===== config.mk =====
export PLATFORM = sky130hd
export DESIGN_NAME = sig_meter
export DESIGN_NICKNAME = d
export VERILOG_FILES = /design/src/rtl/sig_meter_pkg.sv /design/src/rtl/sig_meter_sync.sv /design/src/rtl/sig_meter_fsm.sv /design/src/rtl/sig_meter_irq.sv /design/src/rtl/sig_meter.sv
export SDC_FILE = /design/constraint.sdc
export NUM_CORES = 1
export LEC_CHECK = 0
export ABC_AREA = 0
export BUFFER_PORTS_ARGS = -buffer_cell sky130_fd_sc_hd__buf_2
export CAP_MARGIN = 10
export CORE_MARGIN = 4
export CORE_UTILIZATION = 40
export DETAILED_ROUTE_END_ITERATION = 8
export GPL_TIMING_DRIVEN = 1
export PLACE_DENSITY = 0.71
export SYNTH_ARGS = -nofsm -noshare
export SYNTH_HDL_FRONTEND = slang
export SYNTH_HIERARCHICAL = 1
export SYNTH_SLANG_ARGS = --single-unit

===== constraint.sdc =====
create_clock -name clk -period 6.3 [get_ports clk]
set_input_delay 1.575 -clock clk [delete_from_list [all_inputs] [get_ports clk]]
set_output_delay 1.575 -clock clk [all_outputs]
set_load 0.03 [all_outputs]

===== src/rtl/sig_meter_pkg.sv =====
package sig_meter_pkg;

    // Engine states of the capture controller
    typedef enum logic [2:0] {
        ST_OFF    = 3'd0,
        ST_ARMED  = 3'd1,
        ST_ACTIVE = 3'd2,
        ST_REST   = 3'd3,
        ST_HELD   = 3'd4
    } meter_state_e;

    // Measurement kinds selected by the duty_mode input
    typedef enum logic {
        KIND_PULSE = 1'b0,
        KIND_DUTY  = 1'b1
    } meter_kind_e;

endpackage


===== src/rtl/sig_meter_sync.sv =====
module sig_meter_sync #(
    parameter int STAGES = 2
) (
    input  logic clk,
    input  logic rst_n,
    input  logic sig_async,
    input  logic active_low,
    output logic start_evt,
    output logic end_evt
);

    localparam int LAST = STAGES - 1;

    logic [STAGES-1:0] stage_q;
    logic              prev_q;
    logic              level_now;
    logic              level_prev;

    // Synchronizer chain: the first flop samples the asynchronous input
    always_ff @(posedge clk or negedge rst_n) begin
        if (!rst_n) begin
            stage_q <= '0;
        end else begin
            stage_q[0] <= sig_async;
            for (int k = 1; k < STAGES; k++) begin
                stage_q[k] <= stage_q[k-1];
            end
        end
    end

    // Delayed copy of the synchronized level, used for edge detection
    always_ff @(posedge clk or negedge rst_n) begin
        if (!rst_n) begin
            prev_q <= 1'b0;
        end else begin
            prev_q <= stage_q[LAST];
        end
    end

    // Fold the polarity in so that the controller always sees "active = 1"
    always_comb begin
        level_now  = stage_q[LAST] ^ active_low;
        level_prev = prev_q ^ active_low;
        start_evt  = level_now & ~level_prev;
        end_evt    = ~level_now & level_prev;
    end

endmodule


===== src/rtl/sig_meter_fsm.sv =====
module sig_meter_fsm
    import sig_meter_pkg::*;
#(
    parameter int CNT_W = 16
) (
    input  logic             clk,
    input  logic             rst_n,
    input  logic             enable,
    input  logic             duty_mode,
    input  logic             one_shot,
    input  logic             start_evt,
    input  logic             end_evt,
    output logic [CNT_W-1:0] cur_count,
    output logic [CNT_W-1:0] pulse_width,
    output logic [CNT_W-1:0] cycle_width,
    output logic             cap_done
);

    localparam logic [CNT_W-1:0] CNT_MAX = '1;
    localparam logic [CNT_W-1:0] CNT_ONE = CNT_W'(1);

    meter_state_e     state_q;
    meter_state_e     state_d;
    meter_kind_e      kind;
    logic [CNT_W-1:0] count_q;
    logic [CNT_W-1:0] count_inc;
    logic [CNT_W-1:0] active_hold_q;
    logic [CNT_W-1:0] pulse_q;
    logic [CNT_W-1:0] cycle_q;

    assign kind = meter_kind_e'(duty_mode);

    // Saturating increment of the running count
    assign count_inc = (count_q == CNT_MAX) ? count_q : count_q + CNT_ONE;

    // State register
    always_ff @(posedge clk or negedge rst_n) begin
        if (!rst_n) begin
            state_q <= ST_OFF;
        end else begin
            state_q <= state_d;
        end
    end

    // Next-state logic
    always_comb begin
        state_d = state_q;
        if (!enable) begin
            state_d = ST_OFF;
        end else begin
            unique case (state_q)
                ST_OFF: begin
                    state_d = ST_ARMED;
                end
                ST_ARMED: begin
                    if (start_evt) begin
                        state_d = ST_ACTIVE;
                    end
                end
                ST_ACTIVE: begin
                    if (end_evt) begin
                        if (kind == KIND_DUTY) begin
                            state_d = ST_REST;
                        end else if (one_shot) begin
                            state_d = ST_HELD;
                        end else begin
                            state_d = ST_ARMED;
                        end
                    end
                end
                ST_REST: begin
                    if (start_evt) begin
                        state_d = one_shot ? ST_HELD : ST_ACTIVE;
                    end
                end
                ST_HELD: begin
                    state_d = ST_HELD;
                end
                default: begin
                    state_d = ST_OFF;
                end
            endcase
        end
    end

    // A capture closes in this cycle; results publish at the coming edge
    always_comb begin
        cap_done = 1'b0;
        if (enable) begin
            if (state_q == ST_ACTIVE && end_evt && kind == KIND_PULSE) begin
                cap_done = 1'b1;
            end
            if (state_q == ST_REST && start_evt) begin
                cap_done = 1'b1;
            end
        end
    end

    // Counter and result registers
    always_ff @(posedge clk or negedge rst_n) begin
        if (!rst_n) begin
            count_q       <= '0;
            active_hold_q <= '0;
            pulse_q       <= '0;
            cycle_q       <= '0;
        end else if (!enable) begin
            count_q <= '0;
        end else begin
            unique case (state_q)
                ST_OFF: begin
                    count_q <= '0;
                end
                ST_ARMED: begin
                    if (start_evt) begin
                        count_q <= CNT_ONE;
                    end
                end
                ST_ACTIVE: begin
                    if (end_evt) begin
                        if (kind == KIND_DUTY) begin
                            // keep the active width in a shadow until the period closes
                            active_hold_q <= count_q;
                            count_q       <= count_inc;
                        end else begin
                            pulse_q <= count_q;
                        end
                    end else begin
                        count_q <= count_inc;
                    end
                end
                ST_REST: begin
                    if (start_evt) begin
                        // publish both results together
                        pulse_q <= active_hold_q;
                        cycle_q <= count_q;
                        count_q <= CNT_ONE;
                    end else begin
                        count_q <= count_inc;
                    end
                end
                ST_HELD: begin
                    count_q <= count_q;
                end
                default: begin
                    count_q <= '0;
                end
            endcase
        end
    end

    assign cur_count   = count_q;
    assign pulse_width = pulse_q;
    assign cycle_width = cycle_q;

endmodule


===== src/rtl/sig_meter_irq.sv =====
module sig_meter_irq (
    input  logic clk,
    input  logic rst_n,
    input  logic cap_done,
    input  logic irq_en,
    input  logic irq_unmask,
    input  logic clear,
    output logic irq_raw,
    output logic irq_ovf,
    output logic irq
);

    logic raw_q;
    logic ovf_q;
    logic set_evt;

    assign set_evt = cap_done & irq_en;

    always_ff @(posedge clk or negedge rst_n) begin
        if (!rst_n) begin
            raw_q <= 1'b0;
            ovf_q <= 1'b0;
        end else if (clear) begin
            // a capture closing together with the read survives it
            raw_q <= set_evt;
            ovf_q <= 1'b0;
        end else if (set_evt) begin
            ovf_q <= ovf_q | raw_q;
            raw_q <= 1'b1;
        end
    end

    assign irq_raw = raw_q;
    assign irq_ovf = ovf_q;
    assign irq     = raw_q & irq_unmask;

endmodule


===== src/rtl/sig_meter.sv =====
module sig_meter #(
    parameter int CNT_W     = 16,
    parameter int SYNC_DEPTH = 2
) (
    input  logic             clk,
    input  logic             rst_n,
    input  logic             enable,
    input  logic             duty_mode,
    input  logic             start_low,
    input  logic             one_shot,
    input  logic             irq_en,
    input  logic             irq_unmask,
    input  logic             sig_in,
    input  logic             cnt_rd,
    output logic [CNT_W-1:0] cur_count,
    output logic [CNT_W-1:0] pulse_width,
    output logic [CNT_W-1:0] cycle_width,
    output logic             irq_raw,
    output logic             irq_ovf,
    output logic             irq
);

    logic start_evt;
    logic end_evt;
    logic cap_done;

    sig_meter_sync #(
        .STAGES(SYNC_DEPTH)
    ) u_sync (
        .clk       (clk),
        .rst_n     (rst_n),
        .sig_async (sig_in),
        .active_low(start_low),
        .start_evt (start_evt),
        .end_evt   (end_evt)
    );

    sig_meter_fsm #(
        .CNT_W(CNT_W)
    ) u_fsm (
        .clk        (clk),
        .rst_n      (rst_n),
        .enable     (enable),
        .duty_mode  (duty_mode),
        .one_shot   (one_shot),
        .start_evt  (start_evt),
        .end_evt    (end_evt),
        .cur_count  (cur_count),
        .pulse_width(pulse_width),
        .cycle_width(cycle_width),
        .cap_done   (cap_done)
    );

    sig_meter_irq u_irq (
        .clk       (clk),
        .rst_n     (rst_n),
        .cap_done  (cap_done),
        .irq_en    (irq_en),
        .irq_unmask(irq_unmask),
        .clear     (cnt_rd),
        .irq_raw   (irq_raw),
        .irq_ovf   (irq_ovf),
        .irq       (irq)
    );

endmodule


==> results.py, run 1 <==
metrics = {
    "placed_design": {
        "port_buffers": 60,
        "placed_cells_incl_taps": 448,
        "globalplace.congestion": 0.845,
        "preCtsSetupSlack_ps": 2740,
        "dp.final_hpwl_mm": 5.12,
        "dpl_cell_area_mm2": 0.00370,
    },
    "sta": {
        "clock_skew_ps": 10.5,
        "max_freq_mhz": 281,
        "fin_ws_ps": 2740,
        "tns_ps": 0,
        "finalHoldViolCount": 0,
        "setup-violations-final": 0,
        "slew_headroom_pct": 24.8,
        "finalCriticalPeriod_ps": 3560,
        "fin_crit_sh_pct": 56.5,
        "rsz0062_at_grt": "false",
        "slew_viol_final": 0,
        "worst_pin_slew_ps": 1120,
    },
    "routing": {
        "post-route-drc-count": 0,
        "wl_per_cell_um": 15.9,
        "drtIter0Drc": 137,
        "via_per_inst": 5.37,
        "vias": 2493,
        "antenna_left": 0,
        "first_pass_iters": 4,
        "wl_mm": 7.37,
    },
    "finish": {
        "stdcell_area_mm2": 0.00395,
        "nets": 365,
        "layout.cells.non_filler": 464,
        "drive_gt1_share_pct": 34.3,
        "syn2layout_area_growth_pct": 16.2,
        "antenna_cells": 0,
    },
    "cts": {
        "post_cts_buffers": 0,
        "cts_resized": 0,
        "numCtsBuffers": 9,
        "cts_max_level": 3,
        "cts-hold-fix-buffers": 0,
        "ctsLongestPathBuffers": 2,
        "path_clk_slew_ps": 80,
        "clk_latency_ps": 340,
        "cts-root-buf": "clkbuf_8",
        "cts_tree": "done",
        "cts_sinks": 72,
    },
    "floorplanning": {
        "die_x_um": 100,
        "dieArea_mm2": 0.0100,
        "io_pins": 61,
        "die_h_um": 100,
        "start_util_pct": 41.2,
        "coreArea_mm2": 0.00826,
        "rows": 33,
    },
    "yosys": {
        "synth_xor_xnor_area_share_pct": 0,
        "synth_top_area_share_pct": 52.9,
        "synth_edf_count": 0,
        "yosys.area_share.adder_pct": 0.368,
        "muxShareOfSynthArea_pct": 15.9,
        "synth_common_cells": "dfrtp_1 (72), mux2_2 (32), nand2_1 (27), o21ai_0 (27), mux2i_1 (18)",
        "ys_ff_latch": 72,
        "synth_top_area_cell": "dfrtp_1",
        "yosys_warnings": 6,
        "ys_seq_area_share_pct": 52.9,
        "ys.flop_type": "dfrtp_1",
        "synth.distinct_cells": 51,
        "ys_top_cells_by_area": "dfrtp_1 (53%), mux2_2 (11%), mux2i_1 (5.3%), o21ai_0 (4.0%), nand2_1 (3.0%)",
        "synth_nets": 309,
        "synth_most_common_cell": "dfrtp_1",
        "netlist_area_mm2": 0.00340,
        "synth_top_family_by_area": "multiplexers",
        "synth-compound-area-share_pct": 12.1,
        "syn-instance-count": 298,
        "ys_async_sr_fraction_pct": 100,
        "synth-simple-area-share_pct": 13.7,
        "avgSynthCellArea_um2": 11.4,
    },
    "setup_path": {
        "end_kind": "output pin",
        "cp-startpoint": "irq_unmask",
        "critPathArrivalTime_ps": 1980,
        "path_max_fanout": 1,
        "cp-start-kind": "input port",
        "reg2reg_setup_slack_ps": 3870,
        "r2r-start": "u_sync/prev_q$_DFF_PN0_",
        "path_class": "in2out",
        "cp.required_ps": 4720,
    },
    "power": {
        "internal-power_mw": 0.756,
        "netSwitchingPower_mw": 0.215,
        "finalPower_mw": 0.971,
        "p_leak_nw": 2.03,
        "swShare_pct": 22.1,
        "pwr-share-comb_pct": 4.8,
        "ir_worst_vdd_uv": 120,
        "cellPowerDensity_mw_per_mm2": 246,
        "p_seq_share_pct": 48.7,
        "pwr-share-clk_pct": 46.5,
    },
    "worst_hold_path": {
        "min-delay-start": "u_sync/stage_q[0]$_DFF_PN0_",
        "hold_path.class": "reg2reg",
    },
    "outcome": {
        "status": "finished clean",
    },
    "global_routing": {
        "grt_pass1_wl_mm": 12.3,
        "first_global_vias": 2374,
        "grt_max_degree": 73,
        "grt_overflow": 0,
        "antenna_found_initial": 0,
        "grt_util_all_layers_pct": 15.4,
    },
    "job": {
        "cap_violations": 0,
    },
}
[area by class of cell]
class / instances / area (um2)
clock buffers: 10 / 138
clock inverters: 6 / 116
fillers: 783 / 4300
inverters: 6 / 22.5
multi-input cells: 204 / 1430
flip-flops and latches: 72 / 1800
well taps: 105 / 131
repair buffers: 61 / 310
[cell families after synthesis]
family                   after synthesis
buffers and inverters                 22
AND/OR/NAND/NOR                       86
AO/OA/AOI/OAI                         67
adder cells (fa/ha/maj)                1
multiplexers                          50
flip-flops                            72
[stage by stage]
stage	hold WS [ps]	util, %
floorplan	331	-
global placement	333	44.8
detailed placement	345	44.8
CTS	363	47.9
global route	382	47.9
finish	357	47.9
[power groups by stage]
stage	logic [mW]	registers, mW	clock network (mW)
2_1_floorplan	0.0243	0.484	0
5_1_grt	0.0521	0.474	0.486
6_report	0.0465	0.473	0.452
4_1_cts	0.0477	0.473	0.461
3_5_place_dp	0.0477	0.482	0
3_3_place_gp	0.0470	0.482	0
[critical path: stages]
cell	delay (ps)
buf_2	90
and2_2	150
buf_2	170
[sequential cells by signal (all words and copies together) (netlist names)]
register	cells
u_fsm/pulse_width	16
u_fsm/cycle_width	16
u_sync/prev_q	1
u_fsm/state_q	3
u_irq/irq_ovf	1
u_fsm/active_hold_q	16
u_fsm/cur_count	16
u_irq/irq_raw	1
u_sync/stage_q	2
[layout by cell type, fill, tap and decap left out, types with 6 or more instances in the layout]
| cell | Yosys | layout |
|---|---|---|
| nand3_1 | 14 | 14 |
| dfrtp_1 | 72 | 72 |
| inv_1 | 6 | 6 |
| buf_2 | 5 | 59 |
| nor2_1 | 10 | 9 |
| mux2_2 | 32 | 32 |
| o21ai_1 | 6 | 6 |
| clkbuf_8 | 3 | 10 |
| a21oi_1 | 7 | 7 |
| mux2i_1 | 18 | 18 |
| a31oi_1 | 7 | 7 |
| nand2_1 | 27 | 27 |
| o21ai_0 | 27 | 27 |
[worst paths after layout]
| kind | end | cells after the start |
|---|---|---|
| worst min register to register | u_sync/stage_q[1]$_DFF_PN0_ | 0 |
| worst max register to register | u_fsm/cur_count[15]$_DFFE_PN0P_ | 7 |
| min in group asynchronous | u_sync/stage_q[1]$_DFF_PN0_ | 1 |
| max in group asynchronous | u_fsm/cur_count[10]$_DFFE_PN0P_ | 1 |
| worst min-delay path | u_sync/stage_q[1]$_DFF_PN0_ | 0 |
| worst max-delay path | irq | 3 |
[routing by layer]
metal  part of all wire, %  up-vias  GRT usage (%)
met4                  0.85        0           3.83
met1                    46     1213           21.7
met5                     0        -              0
met3                   6.4        6           4.73
met2                    46       80           23.4
li1                      -     1194              -
No activity file was read; power rests on OpenSTA's default activity.
==> inputs of run 2 (changes only) <==
Clock period 6.3 ns to 3.6 ns, I/O delays scaled along.
==> run 2 against run 1 <==
Wire length is essentially flat. Sequential cell count unchanged. Register-to-register slack worse by 2700 ps. Cell count rose by 0.22%. Clock skew rose by 0.62 ps. Hold slack worse by 2.7 ps. Critical path type is now in2reg. Highest routed layer unchanged. Global-route usage hardly changed.
==> results.py, run 2 (synthesis gave the netlist of run 1 again) <==
metrics = {
    "cts": {
        "clk_latency_ps": 340,
        "cts_resized": 0,
        "cts_sinks": 72,
        "path_clk_slew_ps": 80,
        "cts_tree": "done",
        "numCtsBuffers": 9,
        "cts-hold-fix-buffers": 0,
        "cts-root-buf": "clkbuf_8",
        "cts_max_level": 3,
        "post_cts_buffers": 0,
        "ctsLongestPathBuffers": 2,
    },
    "setup_path": {
        "reg2reg_depth": 7,
        "cp-start-kind": "input port",
        "r2r-start": "u_sync/prev_q$_DFF_PN0_",
        "critPathArrivalTime_ps": 2790,
        "r2r_end": "u_fsm/cur_count[13]$_DFFE_PN0P_",
        "cp.required_ps": 3850,
        "path_max_fanout": 15,
        "reg2reg_setup_slack_ps": 1150,
        "path_class": "in2reg",
        "end_kind": "flop",
    },
    "power": {
        "finalPower_mw": 1.64,
        "cellPowerDensity_mw_per_mm2": 416,
        "p_leak_nw": 2.03,
        "ir_worst_vdd_uv": 202,
    },
    "placed_design": {
        "dpl_cell_area_mm2": 0.00371,
        "dp.final_hpwl_mm": 5.05,
        "port_buffers": 60,
        "placed_cells_incl_taps": 449,
        "preCtsSetupSlack_ps": 738,
        "globalplace.congestion": 0.884,
    },
    "finish": {
        "antenna_cells": 0,
        "layout.cells.non_filler": 465,
        "syn2layout_area_growth_pct": 15.7,
        "stdcell_area_mm2": 0.00394,
        "drive_gt1_share_pct": 34.4,
        "nets": 366,
        "final_cell_mix": "dfrtp_1 (72), buf_2 (59), mux2_2 (32), nand2_1 (27), o21ai_0 (27)",
        "final_common_cell": "dfrtp_1",
        "nFillCells": 800,
        "final_util_pct": 47.7,
    },
    "sta": {
        "rsz0062_at_grt": "false",
        "worst_pin_slew_ps": 1120,
        "slew_viol_final": 0,
        "slew_headroom_pct": 24.6,
        "tns_ps": 0,
        "finalCriticalPeriod_ps": 2540,
        "hold_ws_ps": 355,
        "fin_ws_ps": 1060,
        "finalHoldViolCount": 0,
        "fin_crit_sh_pct": 70.6,
        "max_freq_mhz": 393,
        "clock_skew_ps": 11.2,
        "setup-violations-final": 0,
    },
    "worst_hold_path": {
        "min-delay-start": "u_sync/stage_q[0]$_DFF_PN0_",
        "min_to": "u_sync/stage_q[1]$_DFF_PN0_",
        "hold_path.class": "reg2reg",
        "hold_depth": 0,
    },
    "routing": {
        "first_pass_iters": 4,
        "drtIter0Drc": 173,
        "via_per_inst": 5.38,
        "wl_mm": 7.37,
        "antenna_left": 0,
        "vias": 2500,
        "post-route-drc-count": 0,
        "wl_per_cell_um": 15.9,
    },
    "floorplanning": {
        "io_pins": 61,
        "die_h_um": 100,
        "dieArea_mm2": 0.0100,
        "rows": 33,
        "start_util_pct": 41.2,
        "coreArea_mm2": 0.00826,
        "die_x_um": 100,
    },
    "outcome": {
        "status": "finished clean",
    },
    "global_routing": {
        "grt_util_all_layers_pct": 15.4,
        "grt_pass1_wl_mm": 12.3,
        "antenna_found_initial": 0,
        "grt_max_degree": 73,
        "first_global_vias": 2374,
        "grt_overflow": 0,
    },
    "job": {
        "cap_violations": 0,
    },
}
==> run 2: cell types whose count changed in the layout (fill, tap and decap cells not counted), sizes merged <==
cell | before | now
buf | 61 | 62
bufinv | 3 | 2
clkbuf | 10 | 11
==> run 2: critical path: stages <==
cell	delay (ps)
buf_2	100
mux2i_1	240
nor3b_1	330
nand3_1	160
o21ai_1	620
a21oi_1	180
nor3_1	250
==> run 2: layer usage <==
| metal | up-vias | track usage, % | routed length [um] |
|---|---|---|---|
| met5 | - | 0 | 0 |
| met4 | 0 | 5.91 | 87 |
| met3 | 5 | 3.89 | 479 |
| met2 | 78 | 23.3 | 3390 |
| met1 | 1220 | 21.2 | 3420 |
| li1 | 1197 | - | - |
==> run 2: final cells by class <==
cell class,instances,area (um2),share of cell area (%)
timing repair buffer,62,318,8.07
clock buffer,11,151,3.84
tap,105,131,3.34
inverter,6,22.5,0.572
clock inverter,5,78.8,2.00
sequential,72,1800,45.8
multi-input combinational,204,1430,36.4
==> run 2: report_power, final <==
part	leakage, nW	switching, mW	internal, mW
combinational	0.916	0.0575	0.0243
clock	0.119	0.300	0.427
sequential	0.996	0.0108	0.817
total	2.03	0.368	1.27
==> run 2: worst max path at each step <==
stage                    from                                end  slack [ps]  cells after the start
global route        start_low    u_fsm/cur_count[13]$_DFFE_PN0P_         740                      7
global placement    start_low    u_fsm/cur_count[13]$_DFFE_PN0P_         820                      7
detailed placement  start_low    u_fsm/cur_count[13]$_DFFE_PN0P_         740                      7
CTS                 start_low    u_fsm/cur_count[13]$_DFFE_PN0P_        1080                      7
floorplan           start_low  u_fsm/cycle_width[10]$_DFFE_PN0P_        1250                      5
finish              start_low    u_fsm/cur_count[13]$_DFFE_PN0P_        1060                      7
